### config.mk
export PLATFORM = sky130hd
export DESIGN_NAME = supply_stim_sequencer
export DESIGN_NICKNAME = d
export VERILOG_FILES = /design/src/rtl/sss_pkg.sv /design/src/rtl/sss_tick_counter.sv /design/src/rtl/sss_seq_ctrl.sv /design/src/rtl/sss_out_decode.sv /design/src/rtl/supply_stim_sequencer.sv
export SDC_FILE = /design/constraint.sdc
export NUM_CORES = 1
export LEC_CHECK = 0
export ABC_AREA = 0
export BUFFER_PORTS_ARGS = -buffer_cell sky130_fd_sc_hd__buf_4
export CAP_MARGIN = 15
export CORE_ASPECT_RATIO = 1.4
export CORE_MARGIN = 5
export CORE_UTILIZATION = 55
export CTS_BUF_LIST = sky130_fd_sc_hd__clkbuf_2 sky130_fd_sc_hd__clkbuf_4 sky130_fd_sc_hd__clkbuf_8
export DETAILED_ROUTE_END_ITERATION = 10
export HOLD_SLACK_MARGIN = 0.08
export PLACE_DENSITY_LB_ADDON = 0.12
export SYNTH_ARGS = -nofsm -noshare
export SYNTH_HDL_FRONTEND = slang
export SYNTH_SLANG_ARGS = --single-unit
### constraint.sdc
create_clock -name clk -period 1.8 [get_ports clk]
set_input_delay 0.09 -clock clk [delete_from_list [all_inputs] [get_ports clk]]
set_output_delay 0.09 -clock clk [all_outputs]
set_load 0.03 [all_outputs]
### src/rtl/sss_pkg.sv
// Package: shared constants and types for the supply-check stimulus sequencer.
// Assumes the selector always presents a 3-bit code and the three
// stimulus positions occupy consecutive codes starting at POS_FIRST_STIM.
package sss_pkg;

    localparam int unsigned POS_W     = 3;
    localparam int unsigned NUM_STIM  = 3;

    localparam logic [POS_W-1:0] POS_OFF        = 3'd0;
    localparam logic [POS_W-1:0] POS_FIRST_STIM = 3'd1;
    localparam logic [POS_W-1:0] POS_LAST_STIM  = POS_FIRST_STIM + POS_W'(NUM_STIM - 1);

    typedef enum logic [1:0] {
        SEQ_IDLE  = 2'd0,
        SEQ_WAIT  = 2'd1,
        SEQ_APPLY = 2'd2
    } seq_state_t;

    // True when a position code selects one of the stimulus outputs.
    function automatic logic is_stim_pos(input logic [POS_W-1:0] code);
        return (code >= POS_FIRST_STIM) && (code <= POS_LAST_STIM);
    endfunction

endpackage

### src/rtl/sss_tick_counter.sv
// Module: delay counter that advances only on timebase ticks.
// While run_i is high it counts ticks and pulses done_o on the tick that
// completes DELAY_TICKS ticks. A clear input or reset returns it to zero.
// Assumes DELAY_TICKS >= 1.
module sss_tick_counter #(
    parameter int unsigned DELAY_TICKS = 50000
) (
    input  logic clk,
    input  logic rst_n,
    input  logic clear_i,
    input  logic run_i,
    input  logic tick_i,
    output logic done_o
);

    localparam int unsigned   CW   = (DELAY_TICKS < 2) ? 1 : $clog2(DELAY_TICKS);
    localparam logic [CW-1:0] LAST = CW'(DELAY_TICKS - 1);

    logic [CW-1:0] cnt_q;

    // Count ticks while running; wrap to zero on completion.
    always_ff @(posedge clk) begin
        if (!rst_n || clear_i) begin
            cnt_q <= '0;
        end else if (run_i && tick_i) begin
            cnt_q <= (cnt_q == LAST) ? '0 : cnt_q + 1'b1;
        end
    end

    // Completion strobe on the final tick of the delay.
    always_comb begin
        done_o = run_i && tick_i && (cnt_q == LAST);
    end

    AST_CNT_BOUND: assert property (@(posedge clk) disable iff (!rst_n)
        cnt_q <= LAST);

    AST_CNT_NO_TICK_HOLD: assert property (@(posedge clk) disable iff (!rst_n)
        (!tick_i && !clear_i) |=> $stable(cnt_q));

endmodule

### src/rtl/sss_seq_ctrl.sv
// Module: control state machine for the sequencer.
// Latches the position on a valid start. It then waits for the counter's
// done strobe and holds the applied state. It drops to idle whenever the
// live code departs from the latched one. Start pulses outside idle are
// ignored.
module sss_seq_ctrl
    import sss_pkg::*;
(
    input  logic             clk,
    input  logic             rst_n,
    input  logic             start_i,
    input  logic [POS_W-1:0] pos_i,
    input  logic             done_i,
    output logic             cnt_clear_o,
    output logic             cnt_run_o,
    output logic             busy_o,
    output logic             apply_o,
    output logic [POS_W-1:0] held_o
);

    seq_state_t       state_q, state_d;
    logic [POS_W-1:0] held_q, held_d;
    logic             pos_moved;

    // Detect selector movement against the latched position.
    always_comb begin
        pos_moved = (pos_i != held_q);
    end

    // Next-state and latch decision.
    always_comb begin
        state_d = state_q;
        held_d  = held_q;
        unique case (state_q)
            SEQ_IDLE: begin
                if (start_i && is_stim_pos(pos_i)) begin
                    state_d = SEQ_WAIT;
                    held_d  = pos_i;
                end
            end
            SEQ_WAIT: begin
                if (pos_moved)   state_d = SEQ_IDLE;
                else if (done_i) state_d = SEQ_APPLY;
            end
            SEQ_APPLY: begin
                if (pos_moved)   state_d = SEQ_IDLE;
            end
            default: state_d = SEQ_IDLE;
        endcase
    end

    // State and latched-position registers with synchronous reset.
    always_ff @(posedge clk) begin
        if (!rst_n) begin
            state_q <= SEQ_IDLE;
            held_q  <= POS_OFF;
        end else begin
            state_q <= state_d;
            held_q  <= held_d;
        end
    end

    // Decoded controls for the counter and the output stage.
    always_comb begin
        cnt_run_o   = (state_q == SEQ_WAIT);
        cnt_clear_o = (state_q != SEQ_WAIT);
        busy_o      = (state_q == SEQ_WAIT);
        apply_o     = (state_q == SEQ_APPLY);
        held_o      = held_q;
    end

    AST_ABORT_ON_MOVE: assert property (@(posedge clk) disable iff (!rst_n)
        (state_q != SEQ_IDLE && pos_i != held_q) |=> (state_q == SEQ_IDLE));

    AST_APPLY_NEEDS_DONE: assert property (@(posedge clk) disable iff (!rst_n)
        (state_q == SEQ_WAIT && !done_i) |=> (state_q != SEQ_APPLY));

    AST_RESTART_IGNORED: assert property (@(posedge clk) disable iff (!rst_n)
        (state_q == SEQ_WAIT && pos_i == held_q && !done_i) |=>
            (state_q == SEQ_WAIT && $stable(held_q)));

endmodule

### src/rtl/sss_out_decode.sv
// Module: output decoder for the stimulus enables.
// Raises the single enable that the latched position names, and only
// while the applied state holds and the live code still matches. So a
// selector move silences the outputs in the same cycle.
module sss_out_decode
    import sss_pkg::*;
(
    input  logic                clk,
    input  logic                rst_n,
    input  logic                apply_i,
    input  logic [POS_W-1:0]    held_i,
    input  logic [POS_W-1:0]    pos_i,
    output logic [NUM_STIM-1:0] stim_o
);

    logic still_selected;

    // Live code must still equal the latched code.
    always_comb begin
        still_selected = apply_i && (pos_i == held_i);
    end

    // One enable per stimulus position.
    for (genvar g = 0; g < NUM_STIM; g++) begin : g_stim
        always_comb begin
            stim_o[g] = still_selected && (held_i == POS_FIRST_STIM + POS_W'(g));
        end
    end

    AST_ONE_ACTIVE: assert property (@(posedge clk) disable iff (!rst_n)
        $onehot0(stim_o));

    AST_OFF_SILENT: assert property (@(posedge clk) disable iff (!rst_n)
        (pos_i == POS_OFF) |-> (stim_o == '0));

endmodule

### src/rtl/supply_stim_sequencer.sv
// Module: top of the delayed supply-check stimulus sequencer.
// A start pulse in a stimulus position arms a delay of DELAY_TICKS
// timebase ticks. After the delay, one of three mutually exclusive
// enables is raised. Assumes tick_i is a single-cycle pulse synchronous
// to clk, and that rst_n is synchronous and active low.
module supply_stim_sequencer
    import sss_pkg::*;
#(
    parameter int unsigned DELAY_TICKS = 50000
) (
    input  logic                clk,
    input  logic                rst_n,
    input  logic                tick_i,
    input  logic                start_i,
    input  logic [POS_W-1:0]    pos_i,
    output logic [NUM_STIM-1:0] stim_o,
    output logic                busy_o
);

    logic             cnt_clear;
    logic             cnt_run;
    logic             cnt_done;
    logic             apply;
    logic [POS_W-1:0] held_pos;

    sss_tick_counter #(.DELAY_TICKS(DELAY_TICKS)) u_counter (
        .clk     (clk),
        .rst_n   (rst_n),
        .clear_i (cnt_clear),
        .run_i   (cnt_run),
        .tick_i  (tick_i),
        .done_o  (cnt_done)
    );

    sss_seq_ctrl u_ctrl (
        .clk         (clk),
        .rst_n       (rst_n),
        .start_i     (start_i),
        .pos_i       (pos_i),
        .done_i      (cnt_done),
        .cnt_clear_o (cnt_clear),
        .cnt_run_o   (cnt_run),
        .busy_o      (busy_o),
        .apply_o     (apply),
        .held_o      (held_pos)
    );

    sss_out_decode u_decode (
        .clk     (clk),
        .rst_n   (rst_n),
        .apply_i (apply),
        .held_i  (held_pos),
        .pos_i   (pos_i),
        .stim_o  (stim_o)
    );

    AST_RESET_QUIET: assert property (@(posedge clk)
        !rst_n |=> (!busy_o && stim_o == '0));

    AST_BUSY_EXCLUSIVE: assert property (@(posedge clk) disable iff (!rst_n)
        !(busy_o && (stim_o != '0)));

endmodule

==> impl_results.md <==
* Status: complete, no violations
* Peak Freq at 596 MHz
* Max FO, Critical Path at 4
* Crit path DAT at 1.59 ns
* Worst-Margin Slew at 0.418 ns
* Hold endpoint: u_counter.cnt_q[1]
* FF-to-FF path depth at 6
* HP Class: in2reg
* Antenna Cells at 0
* FP Rows at 19
* Tcrit/Tclk final at 93.2%
* Mapped Avg Cell Area at 8.50 sq um
* GRT overflow at 0
* Hold_sp: tick_i
* Initial antenna violation count at 0
* Post-synth net total at 135
* Seq. cell area at 420 sq um
* Root Buffer: clkbuf_4
* Setup crit end kind: output port
* Pin count of the biggest net entering global routing at 16
* Crit path kind: reg2out
* Slew HR at 71.9%
* H-tree depth at 1
* Antenna-violating nets left at 0
* Syn. warnings at 0
* Pins Over Slew Limit at 0
* Final min period at 1.68 ns
* Most frequent cells in the layout: nor2_1 (24), dfxtp_1 (21), buf_4 (13), nand2_1 (9), xnor2_1 (9)
* Synth Register Bits at 21
* Die area at 2960 sq um
* Clk_skew at 0.00786 ns
* Mapped Area at 1080 sq um
* Yosys top cell area share at 38.9%
* Critical Path Start Type: register
* DRC at 0
* # clock sinks at 21
* Via density at 5.54
* Max Cap Viol at 0
* Fill count at 164
* Final Power at 756 uW
* # port buffers at 10
* Via count at 925
* DR WL/cell at 13.6 microns
* R2R setup slack at 0.18 ns
* Unique masters post-synth at 34
* Leakage at 0.426 nW
* Placed Cells at 160
* WHS at 0.0845 ns
* Post-synthesis instance total at 127
* CTS tree: yes
* Post-Layout Cell Count at 167
* # setup viols final at 0
* Die width at 47.4 microns
* Clock latency on the worst-skew pair at 0.31 ns
* Cell area after layout at 1270 sq um
* Multi-input logic area at 629 sq um
* Initial Utilization at 56.1%
* Core area at 1930 sq um
* Worst slack at placement at 0.187 ns
* RSZ-0062 raised after global routing: no
* Pwr per Cell Area at 596 nW/um^2
* Clk pin slew, worst setup/hold paths at 0.12 ns
* Synth area leader: dfxtp_1
* Max clock buf depth at 2
* Fin worst setup slack at 0.122 ns
* GR Util All Layers at 17.6%
* Die Ht at 62.4 microns
* Layout cell share with drive strength beyond 1 at 17.8%
* HPWL Detailed at 1.68 mm
* Final cell utilization of the core at 66.0%
* Placed cell areas at 1210 sq um
* Hold path cells at 3
* # IOs at 11
* Peak supply drop at 0.461 mV
* Nets at 155
* WP data required at 1.71 ns
* Wire length of the first global-routing pass at 3.88 mm
* Setup TNS Final at 0 ns
* FF-to-FF End: u_counter.cnt_q[11]
* R2r startpoint: u_counter.cnt_q[1]
* Area Growth Syn to Fin at 17.6%
* DR iter-0 viols at 13
* Inserted Clock Buffers at 3
* Routed WL at 2.26 mm
* Commonest non-fill, non-tap cell in the layout: nor2_1
* First-pass DRT Iterations at 4
* Synth area leaders: dfxtp_1 (39%), nor2_1 (8.3%), xnor2_1 (7.3%)
* Sequential fraction of the synthesis area at 38.9%
* Final hold viol count at 0
* Vias in the first global route at 878
* Final GP Congestion at 0.755
[state kept, by name (all words and copies together), names as in the netlist]
signal and flops:
u_ctrl.held_o 3, u_counter.cnt_q 16, u_ctrl.state_q 2
[cell usage after synthesis]
library cell and count:
nand3b_2 1, o2111a_1 1, ha_1 1, a21oi_2 1
nor3_1 8, a31o_2 1, nand2_1 9, nor2_1 24
o22ai_1 1, mux2i_1 2, a21oi_1 2, nand4bb_1 1
a211oi_1 1, nand4_1 5, nor4b_1 1, nor4_1 3
dfxtp_1 21, nand3b_1 1, buf_6 1, nand4_2 1
o21ai_4 1, xnor2_1 9, o21ai_0 4, or3_4 1
and3_1 1, xor2_1 5, inv_1 5, or3_1 2
clkbuf_2 1, nand3_1 6, nand4b_4 1, or2_1 1
and2_1 1, nor2b_1 3
[power breakdown]
part | internal, mW | switching, mW | leakage [nW]
Combinational | 0.0266 | 0.0259 | 0.239
Clock | 0.0831 | 0.147 | 0.0177
Sequential | 0.468 | 0.00541 | 0.169
Total | 0.578 | 0.179 | 0.426
[worst max-delay path, stage by stage (launching register included)]
cell	delay, ns
dfxtp_1	0.38
xor2_1	0.19
nor3_2	0.27
nand3_1	0.11
nor3_1	0.15
buf_4	0.19
[routing by layer]
| layer | vias to the layer above | wire length [microns] | global-route usage (%) |
|---|---|---|---|
| li1 | 477 | - | - |
| met1 | 425 | 981 | 20.7 |
| met2 | 16 | 1140 | 28.7 |
| met3 | 7 | 75 | 2.88 |
| met4 | 0 | 63 | 9.34 |
| met5 | - | 0 | 0 |
[logic make-up after synthesis]
kind of cell    Yosys count  share of synthesized area (%)
simple gates             70                           35.2
fa+ha+maj                 1                           1.16
buf+inv                   7                           3.24
compound gates           12                           8.23
xor+xnor                 14                           11.4
mux                       2                           1.85
flops                    21                           38.9
[worst max-delay path by stage]
stage | cells after the start | from | slack (ns) | endpoint
floorplan | 5 | u_ctrl.state_q[0] | 0.16 | u_counter.cnt_q[11]
global placement | 6 | u_counter.cnt_q[1] | 0.22 | u_counter.cnt_q[6]
detailed placement | 6 | u_counter.cnt_q[1] | 0.19 | u_counter.cnt_q[3]
CTS | 5 | u_ctrl.held_o[1] | 0.009 | stim_o[1]
global route | 5 | u_ctrl.held_o[1] | 0.002 | stim_o[2]
finish | 5 | u_ctrl.held_o[1] | 0.12 | stim_o[1]
[what timing repair did]
item | CTS | global route
endpoints found under the setup margin | 0 | 3
buffers inserted | 0 | 0
hold buffers | 3 | 0
hold endpoints to repair | 5 | 0
resized for setup | 0 | 1
[cell type report]
| cell class | instances | area share (%) |
|---|---|---|
| repair buffers | 17 | 11.6 |
| clock buffers | 3 | 1.77 |
| inverters | 5 | 1.48 |
| clock inverters | 1 | 0.394 |
| well taps | 21 | 2.07 |
| flip-flops and latches | 21 | 33.1 |
| multi-input cells | 99 | 49.6 |
Note: power is estimated with default switching activity, not from simulation.
